==> src/rtl/pacer_pkg.sv <==
package pacer_pkg;

  typedef enum logic [1:0] {
    OP_HOLD = 2'd0,
    OP_INC  = 2'd1,
    OP_DEC  = 2'd2
  } backlog_op_e;

  function automatic backlog_op_e pick_op(input logic tick, input logic retire);
    if (tick && !retire)      return OP_INC;
    else if (retire && !tick) return OP_DEC;
    else                      return OP_HOLD;
  endfunction

endpackage

==> src/rtl/pacer_ack_match.sv <==
module pacer_ack_match #(
  parameter int NCTRL = 2,
  parameter int VEC_W = 8
) (
  input  logic                   ack_valid_i,
  input  logic [VEC_W-1:0]       ack_vec_i,
  input  logic [NCTRL-1:0]       ctl_mask_i,
  input  logic [NCTRL*VEC_W-1:0] ctl_vec_i,
  output logic                   hit_o
);

  logic [NCTRL-1:0] line_hit;

  for (genvar c = 0; c < NCTRL; c++) begin : g_ctrl
    assign line_hit[c] = !ctl_mask_i[c] && (ack_vec_i == ctl_vec_i[c*VEC_W +: VEC_W]);
  end

  assign hit_o = ack_valid_i && (|line_hit);

endmodule

==> src/rtl/pacer_backlog.sv <==
module pacer_backlog
  import pacer_pkg::*;
#(
  parameter int CNT_W = 8
) (
  input  logic             clk,
  input  logic             rst,
  input  backlog_op_e      op_i,
  output logic [CNT_W-1:0] cnt_o,
  output logic             busy_o
);

  localparam logic [CNT_W-1:0] CNT_MAX = '1;

  logic [CNT_W-1:0] cnt_q, cnt_d;
  logic             busy_q;

  always_comb begin
    cnt_d = cnt_q;
    case (op_i)
      OP_INC:  if (cnt_q != CNT_MAX) cnt_d = cnt_q + 1'b1;
      OP_DEC:  cnt_d = cnt_q - 1'b1;
      default: cnt_d = cnt_q;
    endcase
  end

  always_ff @(posedge clk) begin
    if (rst) begin
      cnt_q  <= '0;
      busy_q <= 1'b0;
    end else begin
      cnt_q  <= cnt_d;
      busy_q <= (cnt_d != '0);
    end
  end

  assign cnt_o  = cnt_q;
  assign busy_o = busy_q;

endmodule

==> src/rtl/pacer_age.sv <==
module pacer_age #(
  parameter int TIMEOUT = 1000
) (
  input  logic clk,
  input  logic rst,
  input  logic fire_i,
  input  logic tmo_en_i,
  output logic expired_o
);

  localparam int AGE_W = $clog2(TIMEOUT + 1);
  localparam logic [AGE_W-1:0] AGE_LIM = AGE_W'(TIMEOUT);

  logic [AGE_W-1:0] age_q;

  always_ff @(posedge clk) begin
    if (rst)                  age_q <= '0;
    else if (fire_i)          age_q <= '0;
    else if (age_q != AGE_LIM) age_q <= age_q + 1'b1;
  end

  assign expired_o = tmo_en_i && (age_q == AGE_LIM);

endmodule

==> src/rtl/pacer_issue.sv <==
module pacer_issue #(
  parameter int NCTRL = 2
) (
  input  logic             clk,
  input  logic             rst,
  input  logic             backlog_nz_i,
  input  logic             ack_ok_i,
  input  logic             expired_i,
  output logic             fire_o,
  output logic [NCTRL-1:0] irq_o,
  output logic             restart_o
);

  logic             may_q;
  logic [NCTRL-1:0] irq_q;
  logic             restart_q;

  assign fire_o = backlog_nz_i && (may_q || expired_i);

  always_ff @(posedge clk) begin
    if (rst) begin
      may_q     <= 1'b1;
      irq_q     <= '0;
      restart_q <= 1'b0;
    end else begin
      if (fire_o)        may_q <= 1'b0;
      else if (ack_ok_i) may_q <= 1'b1;
      irq_q     <= {NCTRL{fire_o}};
      restart_q <= ack_ok_i;
    end
  end

  assign irq_o     = irq_q;
  assign restart_o = restart_q;

endmodule

==> src/rtl/tick_irq_pacer.sv <==
module tick_irq_pacer
  import pacer_pkg::*;
#(
  parameter int CNT_W   = 8,
  parameter int VEC_W   = 8,
  parameter int NCTRL   = 2,
  parameter int TIMEOUT = 1000
) (
  input  logic                   clk,
  input  logic                   rst,
  input  logic                   tick_i,
  input  logic                   ack_valid_i,
  input  logic [VEC_W-1:0]       ack_vec_i,
  input  logic [NCTRL-1:0]       ctl_mask_i,
  input  logic [NCTRL*VEC_W-1:0] ctl_vec_i,
  input  logic                   tmo_en_i,
  output logic [NCTRL-1:0]       irq_o,
  output logic                   pending_o,
  output logic [CNT_W-1:0]       backlog_o,
  output logic                   restart_o
);

  logic        ack_hit, ack_ok, fire, expired, backlog_nz;
  logic [CNT_W-1:0] cnt;
  backlog_op_e op;

  pacer_ack_match #(.NCTRL(NCTRL), .VEC_W(VEC_W)) u_match (
    .ack_valid_i (ack_valid_i),
    .ack_vec_i   (ack_vec_i),
    .ctl_mask_i  (ctl_mask_i),
    .ctl_vec_i   (ctl_vec_i),
    .hit_o       (ack_hit)
  );

  assign backlog_nz = (cnt != '0);
  assign ack_ok     = ack_hit && backlog_nz;
  assign op         = pick_op(tick_i, ack_ok);

  pacer_backlog #(.CNT_W(CNT_W)) u_backlog (
    .clk    (clk),
    .rst    (rst),
    .op_i   (op),
    .cnt_o  (cnt),
    .busy_o (pending_o)
  );

  pacer_age #(.TIMEOUT(TIMEOUT)) u_age (
    .clk       (clk),
    .rst       (rst),
    .fire_i    (fire),
    .tmo_en_i  (tmo_en_i),
    .expired_o (expired)
  );

  pacer_issue #(.NCTRL(NCTRL)) u_issue (
    .clk          (clk),
    .rst          (rst),
    .backlog_nz_i (backlog_nz),
    .ack_ok_i     (ack_ok),
    .expired_i    (expired),
    .fire_o       (fire),
    .irq_o        (irq_o),
    .restart_o    (restart_o)
  );

  assign backlog_o = cnt;

endmodule

==> config.mk <==
export PLATFORM = sky130hd
export DESIGN_NAME = tick_irq_pacer
export DESIGN_NICKNAME = d
export VERILOG_FILES = /design/src/rtl/pacer_pkg.sv /design/src/rtl/pacer_ack_match.sv /design/src/rtl/pacer_backlog.sv /design/src/rtl/pacer_age.sv /design/src/rtl/pacer_issue.sv /design/src/rtl/tick_irq_pacer.sv
export SDC_FILE = /design/constraint.sdc
export NUM_CORES = 1
export LEC_CHECK = 0
export ABC_AREA = 1
export BUFFER_PORTS_ARGS = -buffer_cell sky130_fd_sc_hd__buf_2
export CAP_MARGIN = 10
export CORE_MARGIN = 5
export CORE_UTILIZATION = 52
export CTS_CLUSTER_DIAMETER = 50
export CTS_CLUSTER_SIZE = 16
export DETAILED_ROUTE_END_ITERATION = 10
export GPL_TIMING_DRIVEN = 0
export PLACE_DENSITY = 0.76
export RECOVER_POWER = 50
export SLEW_MARGIN = 20
export SYNTH_ARGS = -nofsm -noshare
export SYNTH_HDL_FRONTEND = slang
export SYNTH_SLANG_ARGS = --single-unit
==> constraint.sdc <==
create_clock -name clk -period 2.9 [get_ports clk]
set_input_delay 0.145 -clock clk [delete_from_list [all_inputs] [get_ports clk]]
set_output_delay 0.145 -clock clk [all_outputs]
set_load 0.1 [all_outputs]
==> impl_metrics.yaml, run 1 <==
cells_and_area:
  regArea_sq_um: 442
  fin_cells: 369
  multi_input_area_sq_um: 1110
  final_util_pct: 62.1
  finalInstanceArea_sq_um: 2050
  drive_gt1_share_pct: 23.2
  diodes: 0
  nFillCells: 362
  final_nets: 362
  syn_to_final_growth_pct: 16.6
route:
  wl_per_cell_microns: 11.1
  num_vias: 1861
  antenna_left: 0
  drc: 0
  first_pass_iters: 4
  vias_per_cell: 5.04
  drt_iter0_drc: 42
  routed_wl_mm: 4.11
sta:
  setup_viol: 0
  rsz0062_at_grt: "false"
  period_share_pct: 86.5
  slew_headroom_pct: 20.0
  finClkSkew_ns: 0.0209
  hold_violations: 0
  hold-worst-slack_ns: 0.0279
  worstMarginPinSlew_ns: 1.21
  fin_tns_setup_ns: 0
  fin_crit_ns: 2.51
  slew_violations: 0
  fmax_mhz: 398
  setup_ws_ns: 0.390
synth:
  async_flop_share_pct: 0
  synthCells: 277
  syn_area_sq_um: 1760
  synth_cell_types: 29
  avgSynthCellArea_sq_um: 6.36
  seq_area_frac_synth_pct: 25.0
  syn_nets: 315
  synth-edff-count: 0
  synth-seq-cells: 22
  ys_warn_count: 0
  ys.flop_type: "dfxtp_1"
clocking:
  cts_repair_resize_count: 0
  cts-hold-fix-buffers: 0
  cts_sinks: 22
  cts_htree_levels: 1
  cts_tree: "built"
  cts_setup_buffers: 0
  insertion_delay_ns: 0.32
  cts_buffer_depth: 2
  path_clk_slew_ns: 0.14
  clock-root-buffer: "clkbuf_4"
  cts_buffers: 3
placement:
  routabilityCongestion: 0.885
  detailedPlace.worstSlack_ns: 0.245
  place_area_sq_um: 2030
  dp_hpwl_mm: 3.23
  io_buffer_count: 42
  dp_cells: 365
global_routing:
  antenna_found_initial: 0
  overflow: 0
  grt_first_pass_wirelength_mm: 6.60
  grt_max_degree: 14
  grt_usage_pct: 18.2
  grt_pass1_vias: 1627
floorplanning:
  initial_core_util_pct: 53.2
  die-height_microns: 68.2
  dieArea_sq_um: 4650
  fp.dieW_microns: 68.2
  core_sq_um: 3310
  io_pins: 43
  rows: 21
setup_path:
  crit_type: "flop to flop"
  reg2reg_setup_slack_ns: 0.39
  critPathRequiredTime_ns: 3.09
  crit_path_end_kind: "flop"
  r2r-end: "u_backlog.busy_o$_SDFF_PP0_"
  cp-endpoint: "u_backlog.busy_o$_SDFF_PP0_"
  worstPathMaxFanout: 10
  worstSetupStartpoint: "u_backlog.cnt_o[0]$_SDFF_PP0_"
  rr_startpoint: "u_backlog.cnt_o[0]$_SDFF_PP0_"
  cp.arrival_ns: 2.70
  rr_worst_depth: 15
  cp-start-kind: "flop"
flow_run:
  maxCapViolCount: 0
pwr:
  total_power_uw: 806
  powerDensity_nw_per_um2: 392
  vdd_drop_max_v: 0.000449
  cellLeakagePower_nw: 0.990
worst_hold_path:
  hold_depth: 2
  worstHoldPathType: "primary input to flop"
status:
  status: "completed"
[worst max-delay path, stage by stage (launching register included)]
cell	delay, ns
dfxtp_2	0.36
inv_1	0.17
ha_1	0.19
nand3_1	0.09
nor2_1	0.11
inv_1	0.06
nand3_1	0.15
inv_1	0.06
ha_1	0.30
clkbuf_2	0.20
inv_1	0.17
nand3_1	0.13
a21oi_2	0.15
nand2_1	0.08
nor2_1	0.10
nor2_1	0.05
[per-layer routing]
| metal | global-route usage [%] | part of all wire (%) |
|---|---|---|
| met2 | 31.3 | 45 |
| met5 | 0 | 0 |
| met3 | 4.93 | 9.4 |
| met1 | 22.4 | 45 |
| met4 | 4.71 | 1.1 |
[logic make-up after synthesis]
group | Yosys count | synth area share (%)
adders and majority gates | 7 | 4.97
xor gates and xnor gates | 8 | 3.98
buffers and inverters | 45 | 11.1
DFF | 22 | 25.0
and+or+nand+nor | 163 | 43.8
AOI/OAI and AO/OA | 32 | 11.2
[cells in the mapped netlist, types with 3 or more instances]
library cell  number  area [sq um]
nand3_1           29           145
nand2_1           73           274
nor2_2             6          37.5
dfxtp_1           22           440
xor2_1             4          35.0
a21oi_1           12          60.1
xnor2_1            4          35.0
inv_2              3          11.3
o21ai_1            4          20.0
ha_1               7          87.6
o21ai_0            5          25.0
or2_2              4          25.0
a21oi_2            7          61.3
inv_1             34           128
nor3_2             3          30.0
nand4_1            6          37.5
buf_4              5          37.5
nor2_1            27           101
nand2_2            6          37.5
[report_power, final]
part	internal (mW)	switching (mW)	total, mW
sequential	0.317	0.0127	0.330
clock	0.140	0.0959	0.236
combinational	0.0721	0.168	0.240
[flip-flops by register name, indices dropped and copies added (netlist names)]
register,count
u_issue.irq_o,1
u_issue.may_q,1
u_backlog.busy_o,1
u_issue.restart_o,1
u_age.age_q,10
u_backlog.cnt_o,8
[cells in the final DEF (no fill, tap or decap), types with 3 or more instances in the layout]
cell type,synthesis,routed
a21oi_1,12,12
clkbuf_4,0,3
o21ai_0,5,5
buf_4,5,5
xor2_1,4,4
buf_2,0,30
nand4_1,6,6
inv_2,3,3
or2_2,4,4
nand3_1,29,29
xnor2_1,4,4
o21ai_1,4,4
nor2_2,6,6
ha_1,7,7
inv_1,34,34
nand2_2,6,5
a21oi_2,7,7
nor2_1,27,27
clkbuf_1,2,13
dfxtp_1,22,21
nand2_1,73,75
[how the worst min path moves through the flow]
stage / start / end / slack, ns
2_1_floorplan: rst / u_issue.irq_o[0]$_SDFF_PP0_ / 0.22
3_3_place_gp: rst / u_issue.irq_o[0]$_SDFF_PP0_ / 0.37
3_5_place_dp: rst / u_issue.irq_o[0]$_SDFF_PP0_ / 0.38
4_1_cts: rst / u_issue.irq_o[0]$_SDFF_PP0_ / 0.01
5_1_grt: rst / u_issue.irq_o[0]$_SDFF_PP0_ / 0.02
6_report: rst / u_issue.irq_o[0]$_SDFF_PP0_ / 0.03
[final cells by class]
type	instances	area share, %
Buffer	8	2.80
Timing Repair Buffer	42	9.50
Clock inverter	1	1.46
Sequential cell	22	21.5
Multi-Input combinational cell	210	54.1
Tap cell	46	2.80
Clock buffer	3	1.10
Inverter	37	6.76
(Power assumes the default switching activity.)
==> run 2: changes to the inputs <==
--- a/config.mk
+++ b/config.mk
@@ -5,16 +5,15 @@
 export SDC_FILE = /design/constraint.sdc
 export NUM_CORES = 1
 export LEC_CHECK = 0
-export ABC_AREA = 1
 export BUFFER_PORTS_ARGS = -buffer_cell sky130_fd_sc_hd__buf_2
 export CAP_MARGIN = 10
 export CORE_MARGIN = 5
-export CORE_UTILIZATION = 52
+export CORE_UTILIZATION = 30
 export CTS_CLUSTER_DIAMETER = 50
 export CTS_CLUSTER_SIZE = 16
 export DETAILED_ROUTE_END_ITERATION = 10
 export GPL_TIMING_DRIVEN = 0
-export PLACE_DENSITY = 0.76
+export PLACE_DENSITY = 0.49
 export RECOVER_POWER = 50
 export SLEW_MARGIN = 20
 export SYNTH_ARGS = -nofsm -noshare
==> run 2 against run 1 <==
  * Power down 6.3%
  * Clock skew down 0.015 ns
  * Global-route usage down 6.4 points
  * Non-clock buffer count up 3
  * Wire length down 7.9%
  * Sequential share of layout area up 1.9 points
  * Final cell count down 18%
  * Fmax down 9.8%
  * Sequential power down 3%
  * Setup slack worse by 0.27 ns
  * Largest cell class unchanged
  * Largest power group unchanged
==> impl_metrics.yaml, run 2 <==
cells_and_area:
  finalInstanceArea_sq_um: 1920
  fin_cells: 304
  regArea_sq_um: 448
  regMostFlops: "u_age.age_q"
  mostFrequentLayoutCells: "buf_2, nor2_1, xnor2_1"
  final_nets: 273
  diodes: 0
  multi_input_area_sq_um: 1010
  syn_to_final_growth_pct: 26.0
  final_common_cell: "buf_2"
  nFillCells: 552
  drive_gt1_share_pct: 24.8
  largest_reg_flops: 10
clocking:
  path_clk_slew_ns: 0.09
  clock-root-buffer: "clkbuf_8"
  cts_sinks: 22
  insertion_delay_ns: 0.26
  cts_buffer_depth: 2
  cts_tree: "built"
  cts_buffers: 3
  cts-hold-fix-buffers: 0
  cts_htree_levels: 1
setup_path:
  cp.arrival_ns: 2.92
  crit_path_end_kind: "flop"
  worstPathMaxFanout: 10
  critPathRequiredTime_ns: 3.04
  cp-start-kind: "flop"
  crit_type: "flop to flop"
placement:
  routabilityCongestion: 0.810
  io_buffer_count: 42
  dp_cells: 298
  detailedPlace.worstSlack_ns: 0.0410
  place_area_sq_um: 1830
  dp_hpwl_mm: 2.95
synth:
  synth-xor-area-share_pct: 13.8
  synth_simple_gate_area_share_pct: 27.5
  synth_cell_types: 49
  synth-edff-count: 0
  yosysTopAreaCellShare_pct: 28.9
  ys.flop_type: "dfxtp_1"
  syn_nets: 224
  synth_most_common_cell: "nor2_1"
  synth_mux_area_share_pct: 2.38
  synthTopCellsByCount: "nor2_1, dfxtp_1, xnor2_1"
  synth_compound_area_share_pct: 15.7
  synthCells: 186
  yosys.area_share.adder_pct: 5.76
  synth_top_family_by_area: "simple AND/OR/NAND/NOR gates"
  async_flop_share_pct: 0
  ys_warn_count: 0
  avgSynthCellArea_sq_um: 8.18
  synth_area_leaders: "dfxtp_1, xnor2_1, nor2_1"
  seq_area_frac_synth_pct: 28.9
  yosysTopAreaCell: "dfxtp_1"
  syn_area_sq_um: 1520
  synth-seq-cells: 22
sta:
  period_share_pct: 96.0
  rsz0062_at_grt: "false"
  slew_headroom_pct: 21.0
  worstMarginPinSlew_ns: 1.19
  slew_violations: 0
  finClkSkew_ns: 0.00577
  fmax_mhz: 359
  hold_violations: 0
  fin_crit_ns: 2.78
  setup_viol: 0
  setup_ws_ns: 0.117
  fin_tns_setup_ns: 0
status:
  status: "completed"
route:
  first_pass_iters: 4
  routed_wl_mm: 3.79
  antenna_left: 0
  drc: 0
  drt_iter0_drc: 139
  wl_per_cell_microns: 12.5
  vias_per_cell: 4.83
  num_vias: 1467
floorplanning:
  initial_core_util_pct: 30.4
  dieArea_sq_um: 6600
  core_sq_um: 5010
  io_pins: 43
  rows: 26
  die-height_microns: 81.2
  fp.dieW_microns: 81.2
worst_hold_path:
  worstHoldPathType: "primary input to flop"
pwr:
  powerDensity_nw_per_um2: 394
  total_power_uw: 755
  cellLeakagePower_nw: 0.757
  vdd_drop_max_v: 0.000163
global_routing:
  overflow: 0
  use_met2_pct: 18.5
  grt_first_pass_wirelength_mm: 6.22
  busiest_layer: "met2"
  grtUsageMet3_pct: 2.44
  antenna_found_initial: 0
  grt_max_degree: 14
  grt_pass1_vias: 1435
  grt_usage_pct: 11.9
  grt_util_met1_pct: 15.8
flow_run:
  maxCapViolCount: 0
[run 2: cell types whose count changed in the layout (fill, tap and decap cells not counted), moves of 5 or more]
cell / delta
a21oi_2: -7
dfxtp_1: -5
dfxtp_2: +5
inv_1: -24
nand2_1: -67
nand3_1: -20
nor2_2: -5
nor3_1: +5
xnor2_1: +14
[run 2: report_power, final]
part / internal [mW] / leakage, nW / switching (mW)
combinational: 0.0594 / 0.540 / 0.0844
sequential: 0.311 / 0.181 / 0.00905
clock: 0.184 / 0.0357 / 0.107
total: 0.555 / 0.757 / 0.201
[run 2: metal layers]
| metal | part of all wire [%] | vias to the layer above | routed length (microns) |
|---|---|---|---|
| li1 | - | 754 | - |
| met1 | 49 | 654 | 1840 |
| met2 | 43 | 55 | 1650 |
| met3 | 6.5 | 4 | 247 |
| met4 | 1.4 | 0 | 54 |
| met5 | 0 | - | 0 |
[run 2: what timing repair did]
| item | CTS | global route |
|---|---|---|
| gates resized for setup | 0 | 4 |
| setup buffers | 0 | 3 |
| hold endpoints to repair | 0 | 0 |
| setup endpoints to repair | 0 | 1 |
[run 2: critical path, cell delays in order (launching register included)]
cell and delay [ns]:
dfxtp_2 0.33, buf_6 0.14, nor3_4 0.23, nand4_1 0.13, o211ai_1 0.21, inv_1 0.14, ha_4 0.31, nor2_1 0.04
mux2_2 0.26, a221o_1 0.30, a31oi_1 0.17, and4_1 0.27, a41oi_2 0.11
[run 2: area by class of cell]
| class | instances | area share (%) |
|---|---|---|
| clock inverters | 1 | 1.57 |
| plain buffers | 8 | 2.42 |
| multi-input cells | 145 | 52.5 |
| clock buffers | 3 | 2.15 |
| repair buffers | 45 | 11.4 |
| well taps | 70 | 4.57 |
| inverters | 10 | 1.96 |
| flip-flops and latches | 22 | 23.4 |
[run 2: cell families after synthesis]
family                   after synthesis
XOR/XNOR                              24
flip-flops                            22
buffers and inverters                 19
AO/OA/AOI/OAI                         32
adder cells (fa/ha/maj)                7
multiplexers                           3
AND/OR/NAND/NOR                       79
[run 2: worst paths after layout]
path / from / end / cells after the start / slack (ns)
worst max-delay path: u_backlog.cnt_o[2]$_SDFF_PP0_ / u_backlog.busy_o$_SDFF_PP0_ / 12 / 0.12
worst max register to register: u_backlog.cnt_o[2]$_SDFF_PP0_ / u_backlog.busy_o$_SDFF_PP0_ / 12 / 0.12
worst min register to register: u_issue.may_q$_SDFFE_PP1P_ / u_issue.may_q$_SDFFE_PP1P_ / 2 / 0.51
worst min-delay path: rst / u_backlog.cnt_o[0]$_SDFF_PP0_ / 2 / 0.07
[run 2: metrics by stage]
step	util [%]	hold slack, ns
detailed placement	36.5	0.358
finish	38.3	0.0682
global placement	36.5	0.354
floorplan	-	0.209
CTS	37.9	0.0728
global route	38.3	0.0764
